[config.mk]
export PLATFORM = sky130hd
export DESIGN_NAME = chop_decay_ctrl
export DESIGN_NICKNAME = d
export VERILOG_FILES = /design/src/rtl/chop_pkg.sv /design/src/rtl/chop_period_ctr.sv /design/src/rtl/chop_mode_seq.sv /design/src/rtl/chop_gate_drv.sv /design/src/rtl/chop_decay_ctrl.sv
export SDC_FILE = /design/constraint.sdc
export NUM_CORES = 1
export LEC_CHECK = 0
export ABC_AREA = 1
export BUFFER_PORTS_ARGS = -buffer_cell sky130_fd_sc_hd__buf_2
export CAP_MARGIN = 20
export CORE_MARGIN = 2
export CORE_UTILIZATION = 56
export DETAILED_ROUTE_END_ITERATION = 16
export PLACE_DENSITY_LB_ADDON = 0.12
export REMOVE_ABC_BUFFERS = 1
export SYNTH_ARGS = -nofsm -noshare
export SYNTH_HDL_FRONTEND = slang
export SYNTH_SLANG_ARGS = --single-unit
export TNS_END_PERCENT = 5
[constraint.sdc]
create_clock -name clk_i -period 1.6 [get_ports clk_i]
set_input_delay 0.32 -clock clk_i [delete_from_list [all_inputs] [get_ports clk_i]]
set_output_delay 0.32 -clock clk_i [all_outputs]
set_load 0.02 [all_outputs]
[src/rtl/chop_pkg.sv]
`timescale 1ns/1ps
package chop_pkg;

  typedef enum logic [1:0] {
    MODE_OFF,
    MODE_CHARGE,
    MODE_SLOW,
    MODE_FAST
  } chop_mode_e;

  // gate order {hs_a, hs_b, ls_a, ls_b}; rev=1 means B to A
  function automatic logic [3:0] gate_pattern(chop_mode_e m, logic rev);
    logic [3:0] p;
    unique case (m)
      MODE_CHARGE: p = rev ? 4'b0110 : 4'b1001;
      MODE_SLOW:   p = 4'b0011;
      MODE_FAST:   p = rev ? 4'b1001 : 4'b0110;
      default:     p = 4'b0000;
    endcase
    return p;
  endfunction

endpackage

[src/rtl/chop_period_ctr.sv]
`timescale 1ns/1ps
module chop_period_ctr #(
  parameter int PERIOD_CYC = 40,
  parameter int PW         = $clog2(PERIOD_CYC + 1)
) (
  input  logic          clk_i,
  input  logic          rst_ni,
  input  logic          tick_i,
  output logic [PW-1:0] pos_o
);

  localparam logic [PW-1:0] POS_MAX = PW'(PERIOD_CYC);

  always_ff @(posedge clk_i or negedge rst_ni) begin
    if (!rst_ni)              pos_o <= '0;
    else if (tick_i)          pos_o <= '0;
    else if (pos_o != POS_MAX) pos_o <= pos_o + 1'b1;
  end

endmodule

[src/rtl/chop_mode_seq.sv]
`timescale 1ns/1ps
module chop_mode_seq
  import chop_pkg::*;
#(
  parameter int PW         = 6,
  parameter int BLANK_CYC  = 8,
  parameter int FAST_START = 32
) (
  input  logic          clk_i,
  input  logic          rst_ni,
  input  logic          run_i,
  input  logic          tick_i,
  input  logic          above_i,
  input  logic          dir_i,
  input  logic [PW-1:0] pos_i,
  output chop_mode_e    mode_o,
  output logic          rev_o
);

  localparam logic [PW-1:0] BLANK_POS = PW'(BLANK_CYC);
  localparam logic [PW-1:0] FAST_POS  = PW'(FAST_START);

  logic low_seen_q;

  always_ff @(posedge clk_i or negedge rst_ni) begin
    if (!rst_ni) begin
      mode_o     <= MODE_OFF;
      rev_o      <= 1'b0;
      low_seen_q <= 1'b0;
    end else if (!run_i) begin
      mode_o     <= MODE_OFF;
    end else if (tick_i) begin
      mode_o     <= MODE_CHARGE;
      rev_o      <= dir_i;
      low_seen_q <= 1'b0;
    end else begin
      unique case (mode_o)
        MODE_CHARGE: begin
          if (pos_i < BLANK_POS) begin
            if (!above_i) low_seen_q <= 1'b1;
          end else if (pos_i >= FAST_POS || !low_seen_q) begin
            mode_o <= MODE_FAST;
          end else if (above_i) begin
            mode_o <= MODE_SLOW;
          end
        end
        MODE_SLOW: if (pos_i >= FAST_POS) mode_o <= MODE_FAST;
        default: ;
      endcase
    end
  end

endmodule

[src/rtl/chop_gate_drv.sv]
`timescale 1ns/1ps
module chop_gate_drv
  import chop_pkg::*;
#(
  parameter int DEAD_CYC = 2
) (
  input  logic       clk_i,
  input  logic       rst_ni,
  input  logic       run_i,
  input  chop_mode_e mode_i,
  input  logic       rev_i,
  output logic [3:0] gate_o
);

  localparam int CW = (DEAD_CYC > 1) ? $clog2(DEAD_CYC) : 1;

  chop_mode_e app_mode_q;
  logic       app_rev_q;

  generate
    if (DEAD_CYC == 0) begin : g_no_dead
      always_ff @(posedge clk_i or negedge rst_ni) begin
        if (!rst_ni) begin
          app_mode_q <= MODE_OFF;
          app_rev_q  <= 1'b0;
        end else if (!run_i) begin
          app_mode_q <= MODE_OFF;
        end else begin
          app_mode_q <= mode_i;
          app_rev_q  <= rev_i;
        end
      end
      assign gate_o = run_i ? gate_pattern(app_mode_q, app_rev_q) : 4'b0000;
    end else begin : g_dead
      logic          dead_q;
      logic [CW-1:0] cnt_q;
      logic          change;

      assign change = (mode_i != app_mode_q) || (rev_i != app_rev_q);

      always_ff @(posedge clk_i or negedge rst_ni) begin
        if (!rst_ni) begin
          app_mode_q <= MODE_OFF;
          app_rev_q  <= 1'b0;
          dead_q     <= 1'b0;
          cnt_q      <= '0;
        end else if (!run_i) begin
          app_mode_q <= MODE_OFF;
          dead_q     <= 1'b0;
        end else if (dead_q) begin
          if (cnt_q == '0) begin
            dead_q     <= 1'b0;
            app_mode_q <= mode_i;
            app_rev_q  <= rev_i;
          end else begin
            cnt_q <= cnt_q - 1'b1;
          end
        end else if (change) begin
          // from or to all-off there is nothing to break
          if (app_mode_q == MODE_OFF || mode_i == MODE_OFF) begin
            app_mode_q <= mode_i;
            app_rev_q  <= rev_i;
          end else begin
            dead_q <= 1'b1;
            cnt_q  <= CW'(DEAD_CYC - 1);
          end
        end
      end

      assign gate_o = (run_i && !dead_q) ? gate_pattern(app_mode_q, app_rev_q) : 4'b0000;
    end
  endgenerate

endmodule

[src/rtl/chop_decay_ctrl.sv]
`timescale 1ns/1ps
module chop_decay_ctrl
  import chop_pkg::*;
#(
  parameter int PERIOD_CYC = 40,
  parameter int BLANK_CYC  = 8,
  parameter int FAST_CYC   = 8,
  parameter int DEAD_CYC   = 2
) (
  input  logic       clk_i,
  input  logic       rst_ni,
  input  logic       en_i,
  input  logic       fault_i,
  input  logic       tick_i,
  input  logic       above_i,
  input  logic       dir_i,
  output logic [3:0] gate_o
);

  localparam int PW         = $clog2(PERIOD_CYC + 1);
  localparam int FAST_START = PERIOD_CYC - FAST_CYC;

  logic          run;
  logic [PW-1:0] pos;
  chop_mode_e    seq_mode;
  logic          seq_rev;

  assign run = en_i && !fault_i;

  chop_period_ctr #(.PERIOD_CYC(PERIOD_CYC), .PW(PW)) u_ctr (
    .clk_i  (clk_i),
    .rst_ni (rst_ni),
    .tick_i (tick_i),
    .pos_o  (pos)
  );

  chop_mode_seq #(.PW(PW), .BLANK_CYC(BLANK_CYC), .FAST_START(FAST_START)) u_seq (
    .clk_i   (clk_i),
    .rst_ni  (rst_ni),
    .run_i   (run),
    .tick_i  (tick_i),
    .above_i (above_i),
    .dir_i   (dir_i),
    .pos_i   (pos),
    .mode_o  (seq_mode),
    .rev_o   (seq_rev)
  );

  chop_gate_drv #(.DEAD_CYC(DEAD_CYC)) u_drv (
    .clk_i  (clk_i),
    .rst_ni (rst_ni),
    .run_i  (run),
    .mode_i (seq_mode),
    .rev_i  (seq_rev),
    .gate_o (gate_o)
  );

endmodule

==> results.toml <==
[outcome]
status = "complete, no violations"

[finish]
layout.cells.non_filler = 160
drive_gt1_share_pct = 22.2
final_common_cell = "nand2_1"
antennaDiodeCount = 0
finalNetCount = 157
final_cell_mix = "nand2_1, nor2_1, dfrtp_1, inv_1"
area_growth_pct = 15.3

[sta]
hold_ws_ps = 293
worst_pin_slew_ps = 347
timing.slew.headroom_pct = 76.9
rsz0062_at_grt = "yes"
skew_ps = 5.22
period_needed_ps = 1550
finalHoldViolations = 0
fmax_mhz = 643
finalSetupViolations = 0
slew_violations = 0
period_share_pct = 97.2

[synthesis]
yosysWarnings = 0
yosysTopAreaCell = "dfrtp_1"
seq_area_frac_synth_pct = 39.6
yosys.area.top_type_share_pct = 39.6
netlist_area_sq_um = 948
async_flop_share_pct = 100
synth_ff_type = "dfrtp_1"
ys_ff_latch = 15
synthTopCellsByArea = "dfrtp_1, nand2_1, nor2_1"
synth_edf_count = 0
syn_inst = 128
synth_cell_types = 23
syn_area_per_cell_sq_um = 7.41

[critical_path]
r2r_slack_ps = 220
cp.required_ps = 1280
timing.critical_path.buf_inv = 1
critPathLaunch = "u_drv.app_mode_q[1]"
critPathTopFamily = "flip-flops"
critPathLaunchType = "flip-flop"
cp_cell_sequence = "nor2_4, o21ai_1, a21oi_1, buf_4"
crit_path_end_kind = "primary output"
regToRegEndpoint = "u_drv.app_mode_q[0]"
crit_path_max_incr_delay_ps = 450
r2r_start = "u_seq.mode_o[0]"
slowest_stage = "dfrtp_2"
path_depth = 4
r2r_cells = 6
crit_fanout = 4
path_class = "reg2out"
cp-endpoint = "gate_o[0]"
critPathArrivalTime_ps = 1230

[floorplanning]
dieHeight_microns = 45.2
start_util_pct = 61.5
die_area_sq_um = 2040
fp.dieW_microns = 45.2
num_rows = 14
io_pins = 11
core_area_sq_um = 1540

[route]
drt_iter0_drc = 12
drc = 0
wl_per_cell_microns = 11.0
via_per_inst = 5.24
first_pass_iters = 4
vias = 839
drt-total-wl_microns = 1770
ant_nets = 0

[cts]
h-tree-depth = 1
cts_made_buffers = 3
clk_latency_ps = 280
clockBufferDepth = 2
cts_num_sinks = 15
cts_tree = "yes"
path_clk_slew_ps = 90
cts_root_buf = "clkbuf_4"

[global_routing]
grt.overflow.total = 0
antenna_found_initial = 0
grt_pass1_wl_microns = 3190
grt_pass1_vias = 825
grtUsageTotal_pct = 21.4
grt_max_degree = 16

[placed_design]
detailed_place_hpwl_microns = 1320
gp_congestion = 0.806
port_buffers = 10
dp.cells = 153

[power]
totalPowerFinal_uw = 930
p_leak_uw = 0.000565
power_density_nw_per_um2 = 850
ir_drop_v = 0.000669

[worst_hold_path]
min_path_type = "in2reg"

[flow_run]
maxCapViolCount = 0
## where the power goes
part	internal, uW	switching [uW]	total, uW
clock network	96.7	120	217
registers	414	37.1	451
logic	100	162	262
total	610	319	930
## cell usage after synthesis (2+ instances only)
cell type and count:
nand2_1 30, nor2_1 20, dfrtp_1 15, inv_1 15
nand3_1 8, a21oi_1 6, ha_1 5, o21ai_0 5
nand4_1 4, nor3_1 3, inv_2 2, nand2_2 2
xnor2_1 2, xor2_1 2
## worst min path at each step
stage               startpoint                  end  cells past startpoint  slack, ps
finish                   dir_i          u_seq.rev_o                      3        290
global route             dir_i          u_seq.rev_o                      3        290
CTS                      dir_i          u_seq.rev_o                      3        280
detailed placement      rst_ni  u_drv.app_mode_q[0]                      1        250
global placement        rst_ni  u_drv.app_mode_q[0]                      1        250
floorplan               rst_ni       u_ctr.pos_o[0]                      0         20
## kinds of logic after synthesis
group	count (synthesis)	synth area share (%)
DFF	15	39.6
AOI/OAI and AO/OA	15	8.97
buffers and inverters	18	7.26
adders and majority gates	5	6.60
xor gates and xnor gates	4	3.69
and+or+nand+nor	71	33.9
## cell type report
class | count | area [sq um]
timing repair buffer | 13 | 80.1
inverter | 17 | 63.8
tap | 16 | 20.0
sequential | 15 | 377
multi-input combinational | 95 | 527
clock buffer | 4 | 26.3
fill | 131 | 448
## layer usage
metal	part of all wire, %	track usage, %	up-vias	wire length (microns)
li1	-	-	441	-
met1	45	23.9	382	793
met2	51	37.7	14	909
met3	3.1	4.80	2	54
met4	0.57	10.6	0	10
met5	0	0	-	0
## registers in the layout, summed over array words and instances (netlist names)
signal / cells
u_ctr.pos_o: 6
u_drv.app_mode_q: 2
u_drv.app_rev_q: 1
u_drv.g_dead.cnt_q: 1
u_drv.g_dead.dead_q: 1
u_seq.low_seen_q: 1
u_seq.mode_o: 2
u_seq.rev_o: 1
## worst register-to-register path, stage by stage, from the launching register on
cell and delay, ps:
dfrtp_1 420, inv_1 110, ha_1 200, o21bai_1 160, or2_4 270, nand3_1 80, nand2_1 50
## what timing repair did
action / in CTS / in global routing
hold endpoints to repair: 15 / 0
hold buffers: 1 / 0
resized for setup: 3 / 10
pin swaps: 0 / 1
endpoints found under the setup margin: 4 / 5
setup buffers: 2 / 0
## through the flow
step           util [%]  instance area [sq um]  setup slack (ps)  setup TNS, ps
6_report           70.9                   1090              45.1              0
5_1_grt            70.9                   1090            -0.399         -0.399
4_1_cts            69.3                   1070             -8.14          -8.14
3_5_place_dp       65.7                   1010               181              0
3_3_place_gp       65.7                   1010               211              0
2_1_floorplan         -                    943               281              0
Power figures use the tool's default switching activity.
